**src/rtl/ctx_sched_pkg.sv**
```systemverilog
package ctx_sched_pkg;
   typedef enum logic [1:0] {
      MODE_RUN   = 2'd0,
      MODE_DRAIN = 2'd1,
      MODE_IDLE  = 2'd2
   } sched_mode_e;
endpackage

```
**src/rtl/ctx_rr_pick.sv**
```systemverilog
// Circular first-free search: offsets 1..N from the base, so the base itself is tried last.
module ctx_rr_pick #(
   parameter int N   = 8,
   parameter int IDW = $clog2(N)
) (
   input  logic [N-1:0]   cand_i,
   input  logic [IDW-1:0] base_i,
   output logic           found_o,
   output logic [IDW-1:0] pick_o
);
   always_comb begin
      found_o = 1'b0;
      pick_o  = base_i;
      for (int off = N; off >= 1; off--) begin
         logic [IDW-1:0] idx;
         idx = base_i + off[IDW-1:0];
         if (cand_i[idx]) begin
            found_o = 1'b1;
            pick_o  = idx;
         end
      end
   end
endmodule

```
**src/rtl/ctx_drain_timer.sv**
```systemverilog
module ctx_drain_timer #(
   parameter int CYCLES = 3,
   parameter int CW     = $clog2(CYCLES + 1)
) (
   input  logic clk,
   input  logic rst_n,
   input  logic load_i,
   output logic done_o
);
   logic [CW-1:0] cnt_q;

   always_ff @(posedge clk or negedge rst_n) begin
      if (!rst_n)
         cnt_q <= '0;
      else if (load_i)
         cnt_q <= CW'(CYCLES - 1);
      else if (cnt_q != '0)
         cnt_q <= cnt_q - 1'b1;
   end

   assign done_o = (cnt_q == '0);
endmodule

```
**src/rtl/ctx_switch_sched.sv**
```systemverilog
module ctx_switch_sched
   import ctx_sched_pkg::*;
#(
   parameter int NUM_CTX      = 8,
   parameter int DRAIN_CYCLES = 3,
   parameter int IDW          = $clog2(NUM_CTX)
) (
   input  logic               clk,
   input  logic               rst_n,
   input  logic               stall_i,
   input  logic [NUM_CTX-1:0] unblock_i,
   output logic [IDW-1:0]     active_id_o,
   output logic               issue_valid_o,
   output logic               idle_o
);
   generate
      if (NUM_CTX < 2 || (1 << IDW) != NUM_CTX)
         $error("NUM_CTX must be a power of two of at least 2");
      if (DRAIN_CYCLES < 1)
         $error("DRAIN_CYCLES must be at least 1");
   endgenerate

   sched_mode_e        mode_q, mode_d;
   logic [IDW-1:0]     act_q, act_d;
   logic [NUM_CTX-1:0] free_q, free_d;
   logic [NUM_CTX-1:0] cand;
   logic               stall_take;
   logic               found;
   logic [IDW-1:0]     pick;
   logic               drain_done;
   logic               load_drain;

   assign stall_take = (mode_q == MODE_RUN) && stall_i;

   // per-context blocked tracking; a same-cycle stall overrides an unblock
   genvar gi;
   generate
      for (gi = 0; gi < NUM_CTX; gi++) begin : g_ctx
         always_comb begin
            if (stall_take && (act_q == IDW'(gi)))
               free_d[gi] = 1'b0;
            else
               free_d[gi] = free_q[gi] | unblock_i[gi];
         end
         assign cand[gi] = free_d[gi];
      end
   endgenerate

   ctx_rr_pick #(.N(NUM_CTX), .IDW(IDW)) u_pick (
      .cand_i  (cand),
      .base_i  (act_q),
      .found_o (found),
      .pick_o  (pick)
   );

   ctx_drain_timer #(.CYCLES(DRAIN_CYCLES)) u_drain (
      .clk    (clk),
      .rst_n  (rst_n),
      .load_i (load_drain),
      .done_o (drain_done)
   );

   always_comb begin
      mode_d     = mode_q;
      act_d      = act_q;
      load_drain = 1'b0;
      unique case (mode_q)
         MODE_RUN: begin
            if (stall_take) begin
               if (found) begin
                  mode_d     = MODE_DRAIN;
                  act_d      = pick;
                  load_drain = 1'b1;
               end else begin
                  mode_d = MODE_IDLE;
               end
            end
         end
         MODE_DRAIN: begin
            if (drain_done)
               mode_d = MODE_RUN;
         end
         MODE_IDLE: begin
            if (found) begin
               mode_d     = MODE_DRAIN;
               act_d      = pick;
               load_drain = 1'b1;
            end
         end
         default: mode_d = MODE_IDLE;
      endcase
   end

   always_ff @(posedge clk or negedge rst_n) begin
      if (!rst_n) begin
         mode_q <= MODE_RUN;
         act_q  <= '0;
         free_q <= '1;
      end else begin
         mode_q <= mode_d;
         act_q  <= act_d;
         free_q <= free_d;
      end
   end

   assign active_id_o   = act_q;
   assign issue_valid_o = (mode_q == MODE_RUN);
   assign idle_o        = (mode_q == MODE_IDLE);
endmodule

```
**config.mk**
```make
export PLATFORM = sky130hd
export DESIGN_NAME = ctx_switch_sched
export DESIGN_NICKNAME = d
export VERILOG_FILES = /design/src/rtl/ctx_sched_pkg.sv /design/src/rtl/ctx_rr_pick.sv /design/src/rtl/ctx_drain_timer.sv /design/src/rtl/ctx_switch_sched.sv
export SDC_FILE = /design/constraint.sdc
export NUM_CORES = 1
export LEC_CHECK = 0
export CORE_ASPECT_RATIO = 1.4
export CORE_MARGIN = 3
export CORE_UTILIZATION = 58
export DETAILED_ROUTE_END_ITERATION = 16
export GPL_TIMING_DRIVEN = 0
export PLACE_DENSITY_LB_ADDON = 0.2
export SLEW_MARGIN = 5
export SYNTH_ARGS = -nofsm -noshare
export SYNTH_HDL_FRONTEND = slang
export SYNTH_SLANG_ARGS = --single-unit
export TNS_END_PERCENT = 30
```
**constraint.sdc**
```tcl
create_clock -name clk -period 4.02 [get_ports clk]
set_input_delay 1.206 -clock clk [delete_from_list [all_inputs] [get_ports clk]]
set_output_delay 1.206 -clock clk [all_outputs]
set_load 0.02 [all_outputs]
```
==> results of run 1 <==
layout by cell type (no fill, tap or decap), types with 4 or more instances in the layout:
cell type,count
mux2_2,4
a211oi_1,4
nor3_1,4
dfrtp_1,7
mux4_2,4
o21a_1,5
o21ai_0,15
inv_1,10
clkdlybuf4s50_1,15
dfstp_2,8
clkbuf_1,5
mux2i_1,8
ha_1,11
a21oi_1,9
nor2_1,31
o32ai_2,4
nand2_1,10
critical path, stage by stage:
cell and delay [ns]:
clkdlybuf4s50_1 0.55, and4b_2 0.36, o32ai_1 0.67, mux2i_1 0.28, a21oi_1 0.32, or3b_1 0.15
buf_2 0.16, o2111ai_1 0.14, xnor2_1 0.17
cell type report:
| type | count | area, um^2 |
|---|---|---|
| buffer | 9 | 47.5 |
| clock inverter | 1 | 5.00 |
| fill | 232 | 786 |
| clock buffer | 3 | 22.5 |
| inverter | 13 | 48.8 |
| timing repair buffer | 15 | 150 |
| sequential | 15 | 385 |
| multi-input combinational | 159 | 1210 |
| tap | 36 | 45.0 |
layer usage:
metal,global-route usage [%],vias to the layer above,part of all wire [%]
li1,-,786,-
met1,32.5,796,42
met2,44.8,55,51
met3,3.66,11,4.8
met4,9.62,0,2.7
met5,0,-,0
cells by family after synthesis:
| kind of cell | after synthesis | synth area share [%] |
|---|---|---|
| AOI/OAI and AO/OA | 67 | 29.7 |
| and+or+nand+nor | 62 | 18.7 |
| buffers and inverters | 22 | 5.73 |
| muxes | 16 | 12.8 |
| DFF | 15 | 22.9 |
| adders and majority gates | 11 | 8.18 |
| xor gates and xnor gates | 3 | 2.01 |
Yosys cell counts, types with 2 or more instances:
cell type and number:
a211oi_1 4, a21oi_1 9, a221oi_1 3, and3_1 2, and4b_1 2, buf_2 2, clkbuf_1 5, clkinv_1 2
dfrtp_1 7, dfstp_2 8, ha_1 11, inv_1 10, mux2_2 4, mux2i_1 8, mux4_2 4, nand2_1 10
nor2_1 31, nor3_1 4, nor4_1 2, o211ai_1 2, o21a_1 5, o21ai_0 15, o21bai_1 2, o221ai_1 3
o22ai_1 2, o32ai_1 3, o32ai_2 3, o41ai_1 2
sequential cells by signal, indices dropped and copies added (netlist names):
signal	count
mode_q	2
active_id_o	3
u_drain.cnt_q	2
free_q	8
worst paths after layout:
check	slack, ns	endpoint	depth (start not counted)
max	0.23	active_id_o[0]	9
max in group asynchronous	2.24	active_id_o[1]	1
min in group asynchronous	1.32	u_drain.cnt_q[0]	1
max reg2reg	0.51	active_id_o[1]	11
min	0.51	free_q[6]	2
min reg2reg	0.51	free_q[6]	2
through the flow:
stage          area (um^2)  util [%]
6_report              1910      70.9
5_1_grt               1910      70.9
4_1_cts               1900      70.6
3_5_place_dp          1880      69.6
3_3_place_gp          1880      69.6
2_1_floorplan         1680         -
==> flow_summary.yaml, run 1 <==
finish:
  fin_nets: 238
  fin_cells: 251
  drive_above_1_share_pct: 16.7
  area_growth_pct: 13.7
  diodes: 0
critical_path:
  reg2reg_from: "active_id_o[2]"
  critPathMaxFanout: 10
  cp-end-kind: "flip-flop"
  cp.arrival_ns: 3.99
  start_kind: "primary input"
  crit_start: "stall_i"
  critPathRequiredTime_ns: 4.21
  crit_type: "in2reg"
timing:
  tightest_slew_ns: 0.771
  post-route-min-period_ns: 3.79
  fmax_ghz: 0.264
  final.setup_skew_ns: 0.00435
  setup_ws_ns: 0.226
  fin_crit_sh_pct: 94.4
  setup_tns_ns: 0
  hold_viol: 0
  slew_headroom_pct: 48.5
  rsz0062_at_grt: "false"
  holdWs_ns: 0.513
  slew_violations: 0
  setup_viol: 0
clock_tree:
  cts_hold_buf: 0
  clkSinkCount: 15
  clock-root-buffer: "clkbuf_4"
  numCtsBuffers: 3
  cts.repair.resized: 0
  cts_buffer_depth: 2
  post-cts-setup-buffers: 0
  htreeDepth: 1
  clk_pin_slew_worst_paths_ns: 0.11
  cts_tree: "done"
  clk_latency_ns: 0.31
routing:
  routed_wl_mm: 4.41
  vias: 1648
  routed_via_density: 6.57
  firstDrtPassIters: 4
  drt_iter0_markers: 52
  drcViolationCount: 0
  wl_per_cell_um: 17.6
  ant_nets: 0
global_route:
  track_usage_pct: 26.2
  grt_max_degree: 16
  grt_pass1_wl_mm: 7.36
  grt_pass1_vias: 1590
  antenna_found_initial: 0
  gr-total-overflow: 0
synth:
  syn_area_um2: 1680
  postSynthNetCount: 218
  synth_top_area_cell: "dfstp_2"
  synthArstFlopShare_pct: 100
  syn_avg_cell_area_um2: 8.58
  syn-instance-count: 196
  synth_edf_count: 0
  yosysSeqAreaShare_pct: 22.9
  yosys_register_bits: 15
  yosysWarnings: 0
  synth_area_leaders: "dfstp_2 13%, dfrtp_1 10%, ha_1 8.2%"
  synth_ff_type: "dfstp_2"
  synth_top_area_share_pct: 12.5
  yosysUniqueCellTypes: 59
die:
  core_area_um2: 2700
  initial_core_util_pct: 62.3
  io_pins: 16
  die_x_um: 51.5
  row_count: 22
  fp.dieH_um: 69.7
  die_area_um2: 3590
placed_design:
  pre_cts_ws_ns: -0.344
  portBuffers: 15
  dpl.cell_count: 247
  dp_hpwl_mm: 3.37
  gp_congestion: 0.905
hold_path:
  hp-class: "reg2reg"
  worstHoldStart: "free_q[6]"
status:
  status: "complete, no violations"
run:
  maxCapViolCount: 0
Power of run 1 is left out: the tool's default activity adds up to more than one toggle a clock period on the data nets, which glitch-free logic cannot reach.
==> inputs of run 2 (changes only) <==
--- a/config.mk
+++ b/config.mk
@@ -8,6 +8,7 @@
 export CORE_ASPECT_RATIO = 1.4
 export CORE_MARGIN = 3
 export CORE_UTILIZATION = 58
+export CTS_CLUSTER_SIZE = 20
 export DETAILED_ROUTE_END_ITERATION = 16
 export GPL_TIMING_DRIVEN = 0
 export PLACE_DENSITY_LB_ADDON = 0.2
==> constraint.sdc (replaced) <==
create_clock -name clk -period 4.02 [get_ports clk]
set_input_delay 0.804 -clock clk [delete_from_list [all_inputs] [get_ports clk]]
set_output_delay 0.804 -clock clk [all_outputs]
set_load 0.02 [all_outputs]
==> run 2 against run 1 <==
Via count fell by 0.85%. Critical path depth did not move. Routed wire length fell by 0.29%. Cell area fell by 0.39%. Setup slack improved by 0.15 ns.
==> flow_summary.yaml, run 2 (synthesis results as in run 1) <==
status:
  status: "complete, no violations"
die:
  die_x_um: 51.5
  core_area_um2: 2700
  row_count: 22
  initial_core_util_pct: 62.3
  fp.dieH_um: 69.7
  io_pins: 16
  die_area_um2: 3590
clock_tree:
  numCtsBuffers: 3
  clk_pin_slew_worst_paths_ns: 0.10
  clkSinkCount: 15
  clock-root-buffer: "clkbuf_4"
  post-cts-setup-buffers: 0
  cts_buffer_depth: 2
  cts_hold_buf: 0
  cts.repair.resized: 0
  clk_latency_ns: 0.31
  htreeDepth: 1
  cts_tree: "done"
critical_path:
  r2r_slack_ns: 0.52
  crit_start: "stall_i"
  cp.arrival_ns: 3.83
  crit_type: "in2reg"
  start_kind: "primary input"
  reg2reg_from: "active_id_o[2]"
  cp-end-kind: "flip-flop"
  critPathMaxFanout: 10
  rr_endpoint: "active_id_o[1]"
  rr_worst_depth: 11
  critPathRequiredTime_ns: 4.21
finish:
  fin_nets: 238
  drive_above_1_share_pct: 16.3
  mostFrequentLayoutCell: "nor2_1"
  diodes: 0
  fin_cells: 251
  mostFrequentLayoutCells: "31 x nor2_1, 15 x o21ai_0, 15 x clkdlybuf4s50_1"
  largest-register: "free_q"
  area_growth_pct: 13.2
  fin_util_pct: 70.6
  largest_reg_flops: 8
placed_design:
  dpl.cell_count: 247
  portBuffers: 15
  gp_congestion: 0.905
  dp_hpwl_mm: 3.37
timing:
  fmax_ghz: 0.274
  holdWs_ns: 0.514
  setup_viol: 0
  post-route-min-period_ns: 3.65
  tightest_slew_ns: 1.06
  rsz0062_at_grt: "false"
  slew_violations: 0
  final.setup_skew_ns: 0.0118
  fin_crit_sh_pct: 90.7
  setup_tns_ns: 0
  slew_headroom_pct: 29.2
  hold_viol: 0
global_route:
  grt_pass1_vias: 1590
  grt_max_degree: 16
  antenna_found_initial: 0
  gr-total-overflow: 0
  grt_pass1_wl_mm: 7.36
  track_usage_pct: 26.2
hold_path:
  worstHoldEndpoint: "free_q[4]"
  whs_path_depth: 2
  hp-class: "reg2reg"
  worstHoldStart: "free_q[4]"
routing:
  vias: 1634
  firstDrtPassIters: 4
  routed_via_density: 6.51
  drcViolationCount: 0
  routed_wl_mm: 4.40
  ant_nets: 0
  wl_per_cell_um: 17.5
  drt_iter0_markers: 63
run:
  maxCapViolCount: 0
==> run 2: cell types whose count changed in the layout (fill, tap and decap cells not counted) <==
cell     change
o32ai_2      -1
o32ai_1      +1
==> run 2: layout make-up <==
cell class                 instances  area (um^2)
multi-input combinational        159         1200
fill                             233          793
sequential                        15          385
timing repair buffer              15          150
inverter                          13         48.8
buffer                             9         47.5
tap                               36         45.0
clock buffer                       3         22.5
clock inverter                     1         5.00
==> run 2: metrics by stage <==
stage	setup WS [ns]	cell area, um^2
global placement	0.152	1880
floorplan	0.976	1680
finish	0.373	1900
detailed placement	0.0579	1880
CTS	0.415	1900
global route	0.149	1900
==> run 2: layer usage <==
metal / GRT usage, % / part of all wire, %
met1: 32.5 / 42
met3: 3.66 / 4.1
met4: 9.62 / 1.6
met2: 44.8 / 53
met5: 0 / 0
==> run 2: worst max-delay path, cell delays in order <==
cell and delay (ns):
clkdlybuf4s50_1 0.55, and3_1 0.30, o32ai_1 0.91, a221oi_1 0.32
a21oi_1 0.34, or3b_1 0.15, buf_2 0.16, o2111ai_1 0.14
xnor2_1 0.17
==> run 2: how the worst max path moves through the flow <==
stage / to / cells past startpoint
floorplan: mode_q[0] / 10
global placement: active_id_o[0] / 9
detailed placement: active_id_o[0] / 9
CTS: active_id_o[0] / 9
global route: active_id_o[0] / 9
finish: active_id_o[0] / 9
Power of run 2 is left out for the same reason.
